$ cat config.mk
export PLATFORM = sky130hd
export DESIGN_NAME = agu_addr_gen
export DESIGN_NICKNAME = d
export VERILOG_FILES = /design/src/rtl/agu_pkg.sv /design/src/rtl/agu_circ_step.sv /design/src/rtl/agu_revcarry_step.sv /design/src/rtl/agu_addr_gen.sv
export SDC_FILE = /design/constraint.sdc
export NUM_CORES = 1
export LEC_CHECK = 0
export CAP_MARGIN = 25
export CORE_AREA = 2 2 133 135
export CTS_CLUSTER_SIZE = 24
export DETAILED_ROUTE_END_ITERATION = 12
export DIE_AREA = 0 0 135 137
export PLACE_DENSITY_LB_ADDON = 0.2
export SYNTH_ARGS = -nofsm -noshare
export SYNTH_HDL_FRONTEND = slang
export SYNTH_SLANG_ARGS = --single-unit
$ cat constraint.sdc
create_clock -name clk -period 12.8 [get_ports clk]
set_clock_uncertainty 0.1 [all_clocks]
set_input_delay 3.2 -clock clk [delete_from_list [all_inputs] [get_ports clk]]
set_output_delay 3.2 -clock clk [all_outputs]
set_load 0.02 [all_outputs]
$ cat src/rtl/agu_pkg.sv
package agu_pkg;

    typedef enum logic [1:0] {
        SM_LINEAR  = 2'd0,
        SM_CIRC    = 2'd1,
        SM_REVERSE = 2'd2,
        SM_SPARE   = 2'd3
    } step_mode_e;

endpackage

$ cat src/rtl/agu_circ_step.sv
module agu_circ_step #(
    parameter int ADDR_W = 16
) (
    input  logic [ADDR_W-1:0] ptr_i,
    input  logic [ADDR_W-1:0] step_i,
    input  logic [ADDR_W-1:0] lo_i,
    input  logic [ADDR_W-1:0] hi_i,
    output logic              cfg_ok_o,
    output logic [ADDR_W-1:0] nxt_o
);
    localparam int SW = ADDR_W + 2;

    logic signed [SW-1:0] sum_s;
    logic signed [SW-1:0] lo_s;
    logic signed [SW-1:0] hi_s;
    logic signed [SW-1:0] len_s;
    logic signed [SW-1:0] res_s;

    always_comb begin
        sum_s = $signed({2'b00, ptr_i}) + $signed({{2{step_i[ADDR_W-1]}}, step_i});
        lo_s  = $signed({2'b00, lo_i});
        hi_s  = $signed({2'b00, hi_i});
        len_s = hi_s - lo_s + $signed({{(SW-1){1'b0}}, 1'b1});
        if (sum_s > hi_s) begin
            res_s = sum_s - len_s;
        end else if (sum_s < lo_s) begin
            res_s = sum_s + len_s;
        end else begin
            res_s = sum_s;
        end
        cfg_ok_o = (hi_i >= lo_i);
        nxt_o    = res_s[ADDR_W-1:0];
    end

endmodule

$ cat src/rtl/agu_revcarry_step.sv
module agu_revcarry_step #(
    parameter int ADDR_W = 16,
    parameter int SPAN_W = 4
) (
    input  logic [ADDR_W-1:0] ptr_i,
    input  logic [ADDR_W-1:0] step_i,
    input  logic [SPAN_W-1:0] span_i,
    output logic [ADDR_W-1:0] nxt_o
);
    logic cy;

    always_comb begin
        cy    = 1'b0;
        nxt_o = ptr_i;
        for (int i = ADDR_W - 1; i >= 1; i--) begin
            if (i <= int'(span_i)) begin
                nxt_o[i] = ptr_i[i] ^ step_i[i] ^ cy;
                cy       = (ptr_i[i] & step_i[i]) | (cy & (ptr_i[i] ^ step_i[i]));
            end
        end
    end

endmodule

$ cat src/rtl/agu_addr_gen.sv
module agu_addr_gen #(
    parameter int ADDR_W = 16,
    parameter int SPAN_W = $clog2(ADDR_W)
) (
    input  logic              clk,
    input  logic              rst_n,
    input  logic              req_i,
    input  logic [1:0]        mode_i,
    input  logic              word_i,
    input  logic [ADDR_W-1:0] ptr_i,
    input  logic [ADDR_W-1:0] step_i,
    input  logic [ADDR_W-1:0] buf_start_i,
    input  logic [ADDR_W-1:0] buf_end_i,
    input  logic [SPAN_W-1:0] rev_span_i,
    output logic              valid_o,
    output logic [ADDR_W-1:0] addr_o,
    output logic [ADDR_W-1:0] next_o
);
    import agu_pkg::*;

    typedef struct packed {
        logic              valid;
        logic [ADDR_W-1:0] addr;
        logic [ADDR_W-1:0] nxt;
    } agu_state_t;

    agu_state_t st_d, st_q;

    logic [ADDR_W-1:0] lin_sum;
    logic [ADDR_W-1:0] circ_sum;
    logic [ADDR_W-1:0] rev_sum;
    logic              circ_ok;
    logic [ADDR_W-1:0] rev_field;
    step_mode_e        mode_e;

    assign mode_e  = step_mode_e'(mode_i);
    assign lin_sum = ptr_i + step_i;

    agu_circ_step #(.ADDR_W(ADDR_W)) u_circ (
        .ptr_i    (ptr_i),
        .step_i   (step_i),
        .lo_i     (buf_start_i),
        .hi_i     (buf_end_i),
        .cfg_ok_o (circ_ok),
        .nxt_o    (circ_sum)
    );

    agu_revcarry_step #(.ADDR_W(ADDR_W), .SPAN_W(SPAN_W)) u_rev (
        .ptr_i  (ptr_i),
        .step_i (step_i),
        .span_i (rev_span_i),
        .nxt_o  (rev_sum)
    );

    // field of bits touched by a bit-reversed update, used by the checks below
    assign rev_field[0] = 1'b0;
    for (genvar g = 1; g < ADDR_W; g++) begin : g_field
        assign rev_field[g] = (g <= int'(rev_span_i));
    end

    always_comb begin
        st_d       = st_q;
        st_d.valid = 1'b0;
        if (req_i) begin
            st_d.valid = 1'b1;
            st_d.addr  = word_i ? {ptr_i[ADDR_W-1:1], 1'b0} : ptr_i;
            unique case (mode_e)
                SM_CIRC:    st_d.nxt = circ_ok ? circ_sum : lin_sum;
                SM_REVERSE: st_d.nxt = (rev_span_i != '0) ? rev_sum : lin_sum;
                default:    st_d.nxt = lin_sum;
            endcase
        end
    end

    always_ff @(posedge clk) begin
        if (!rst_n) begin
            st_q <= '0;
        end else begin
            st_q <= st_d;
        end
    end

    assign valid_o = st_q.valid;
    assign addr_o  = st_q.addr;
    assign next_o  = st_q.nxt;

    // helpers for the containment check
    logic [ADDR_W:0] buf_len;
    logic [ADDR_W:0] step_mag;
    logic            ptr_in_buf;
    assign buf_len    = {1'b0, buf_end_i} - {1'b0, buf_start_i} + 1'b1;
    assign step_mag   = step_i[ADDR_W-1] ? ({1'b0, ~step_i} + 1'b1) : {1'b0, step_i};
    assign ptr_in_buf = (buf_start_i <= buf_end_i) && (ptr_i >= buf_start_i) && (ptr_i <= buf_end_i);

    AST_REQ_RAISES_VALID: assert property (@(posedge clk) disable iff (!rst_n)
        req_i |=> valid_o);

    AST_IDLE_HOLDS: assert property (@(posedge clk) disable iff (!rst_n)
        !req_i |=> (!valid_o && $stable(addr_o) && $stable(next_o)));

    AST_WORD_EVEN: assert property (@(posedge clk) disable iff (!rst_n)
        (req_i && word_i) |=> !addr_o[0]);

    AST_ADDR_TRACKS_PTR: assert property (@(posedge clk) disable iff (!rst_n)
        req_i |=> (addr_o[ADDR_W-1:1] == $past(ptr_i[ADDR_W-1:1])));

    AST_LINEAR_SUM: assert property (@(posedge clk) disable iff (!rst_n)
        (req_i && (mode_i == 2'd0 || mode_i == 2'd3)) |=> (next_o == $past(ptr_i + step_i)));

    AST_CIRC_STAYS_IN: assert property (@(posedge clk) disable iff (!rst_n)
        (req_i && mode_i == 2'd1 && ptr_in_buf && step_mag < buf_len)
        |=> (next_o >= $past(buf_start_i) && next_o <= $past(buf_end_i)));

    AST_REV_OUTSIDE_KEPT: assert property (@(posedge clk) disable iff (!rst_n)
        (req_i && mode_i == 2'd2 && rev_span_i != '0)
        |=> (((next_o ^ $past(ptr_i)) & ~$past(rev_field)) == '0));

endmodule

==> impl_results.md <==
* Crit path kind: in -> reg
* Fillcell total at 1,773
* Min-Delay Path Class: reg -> reg
* # H-tree levels at 2
* Layout Nets at 1,174
* EDFF count, synth at 0
* Routed WL at 18.7 mm
* Layout area overhead at 22.7%
* Grt total ovfl at 0
* Slew Limit Fails at 0
* Initial core utilization at 0.391
* Highest routed metal layer: met4
* Via count at 6,454
* CTS root buf: clkbuf_16
* Routed wl met3 at slightly below 700 um
* Die footprint at ~0.018 mm2
* Synth area leader: ha_1
* Core ar. at approximately 0.017 mm2
* Die Span Y at between 100 and 150 um
* Drt initial violations at 312
* Crit path required time at roughly 13,000 ps
* Measured slew at the worst slew-check pin at around 890 ps
* Wire length per cell at between 15 and 20 um
* Max stage delay on crit path at ~480 ps
* Post-layout util at 0.480
* Setup TNS at 0 ps
* Pwr dens at approximately 110 mW/mm2
* Ant diodes at 0
* DR WL met2 at 8.72 mm
* Critical Path End Type: flip-flop
* CP max stage cell: clkdlybuf4s50_1
* Total track usage at 0.203
* Static leakage at 3.65 nW
* Seq/Total Area, Yosys at 0.0990
* Share of cells above drive strength 1 at 0.0767
* Total power at 0.897 mW
* CTS tree: built
* First-pass GRT wire length at 30.4 mm
* Post-Syn Area at roughly 0.0067 mm2
* Worst skew pair latency at 280 ps
* Die Span X at 135 um
* Cells after synthesis at 860
* Fin Hold WS at 415 ps
* Number of CTS-inserted buffers at 5
* Crit-path most repeated cell: fa_1
* Fmax at 0.0815 GHz
* Row count at 48
* PortBufs at 106
* Final Hold Viols at 0
* Top cells by area, synth: ha_1 (21%), dfxtp_1 (9.9%), fa_1 (7.2%)
* Max Root-Sink Buffers at 2
* Worst setup SP type: input port
* Post-Syn Area per Cell at 7.76 um2
* Vias in the first global route at 6,116
* Clock sinks at 33
* Tcrit/Tclk final at 0.958
* Post-synth top area share at 0.210
* Initial antenna violation count at 0
* Syn_nets at between 1,000 and 1,500
* Vias/cell at approximately 5.4
* DRT Pass-1 Iters at 4
* Setup violations, final at 0
* RSZ-0062 raised after global routing: false
* Synth unique cells at just over 80
* Critical-path maximum fanout at 5
* Max capacitance violation total at 0
* Cell Count, Final, Fillers Out at 1,190
* Flops & latches, synth at 33
* Peak supply drop at 49.0 uV
* Metal-1 WL at between 9 and 10 mm
* Largest net degree at the start of global routing at 41
* FFs w/ async S/R, synth at 0
* Critical Path AT at approximately 12,000 ps
* DR DRC count at 0
* Min Tclk post-route at 12,270 ps
* Clock slew at reported path FFs at 60 ps
* Placed insts at around 1,200
* Post-CTS Setup Repair Bufs at 0
* Primary FF master, synth: dfxtp_1
* DPL Wire Length at 15.7 mm
* GPL Wtd Cong at 0.852
* Ys Warns at 0
* Status: completed
* Slew headroom at 0.400
* I/O Pins at about 110
* Detail Route Antenna Nets at 0
## placed cells by master, fill, tap and decap left out, types with 4 or more instances in the layout
master,instances
nand3b_1,4
o211ai_1,7
a21oi_1,67
inv_1,108
or2_2,12
a221oi_1,5
o31a_1,5
or3_1,4
nor2_1,55
o2111ai_1,4
clkdlybuf4s50_1,105
a41oi_1,4
o22ai_1,6
fa_1,24
mux2i_1,16
o221a_2,6
o21ai_0,57
a221oi_2,5
nand4_1,9
buf_4,14
xnor2_1,23
nand2b_1,14
a21o_1,13
clkbuf_16,5
and2_1,6
dfxtp_1,33
o21bai_1,6
xor2_1,13
nor2b_1,25
nand2_1,59
a31oi_1,8
o21a_1,4
o221ai_1,8
ha_1,112
a211oi_1,9
nor3_1,18
o31ai_1,7
a22o_1,5
nand3_1,12
## timing repair
item,CTS,global route
setup endpoints to repair,0,1
hold buffers,0,0
resized for setup,0,1
## routing by layer
| layer | vias to the layer above | track usage |
|---|---|---|
| met2 | 129 | 0.348 |
| met1 | 3028 | 0.285 |
| met3 | 12 | 0.0196 |
| met5 | - | 0 |
| met4 | 0 | 0.0260 |
| li1 | 3285 | - |
## per-stage QoR
stage / setup slack (ps) / instance area (um2)
6_report: 535 / 8190
5_1_grt: 59.3 / 8190
4_1_cts: 435 / 8190
3_5_place_dp: 120 / 8010
3_3_place_gp: 251 / 8010
2_1_floorplan: 802 / 6680
## cells in the mapped netlist, types with 8 or more instances
| cell | count |
|---|---|
| a21oi_1 | 67 |
| o221ai_1 | 8 |
| nand2b_1 | 14 |
| xnor2_1 | 23 |
| nor2b_1 | 25 |
| o21ai_0 | 57 |
| nor2_1 | 56 |
| nand3_1 | 12 |
| nand4_1 | 9 |
| nand2_1 | 59 |
| a211oi_1 | 9 |
| dfxtp_1 | 33 |
| nor3_1 | 18 |
| fa_1 | 24 |
| a21o_1 | 13 |
| a31oi_1 | 8 |
| mux2i_1 | 16 |
| xor2_1 | 13 |
| ha_1 | 112 |
| clkbuf_1 | 12 |
| inv_1 | 108 |
| or2_2 | 12 |
## cells by family after synthesis
group	after synthesis	synth area share
and+or+nand+nor	238	0.179
DFF	33	0.0990
adders and majority gates	136	0.282
buffers and inverters	131	0.0774
xor gates and xnor gates	36	0.0472
AOI/OAI and AO/OA	268	0.288
muxes	18	0.0274
## worst max-delay path: cells and delay by family
family	cells	cell delay, ps
AOI/OAI and AO/OA	4	570
xor gates and xnor gates	1	160
adders and majority gates	13	4450
buffers and inverters	1	480
and+or+nand+nor	16	3540
## power breakdown
group / internal [mW] / switching, mW
Sequential: 0.111 / 0.00591
Clock: 0.0974 / 0.0494
Combinational: 0.273 / 0.360
Total: 0.481 / 0.416
## final cells by class
type | instances | area [um2] | share of cell area
clock buffers | 7 | 143 | 0.0174
clock inverters | 1 | 30.0 | 0.00367
multi-input cells | 696 | 5510 | 0.673
well taps | 225 | 282 | 0.0344
flip-flops and latches | 33 | 661 | 0.0807
inverters | 108 | 405 | 0.0495
repair buffers | 120 | 1160 | 0.142
## registers in the layout (all words and copies together) (netlist names)
register,flops
valid_o,1
addr_o,16
next_o,16
## final timing paths
kind,startpoint,endpoint,slack [ps],cells after the start
setup reg to reg,next_o[15],next_o[15],11810,3
hold reg to reg,addr_o[15],addr_o[15],410,2
hold / removal,addr_o[15],addr_o[15],410,2
setup / recovery,rev_span_i[2],next_o[1],530,35
Note: power is estimated with default switching activity, not from simulation.
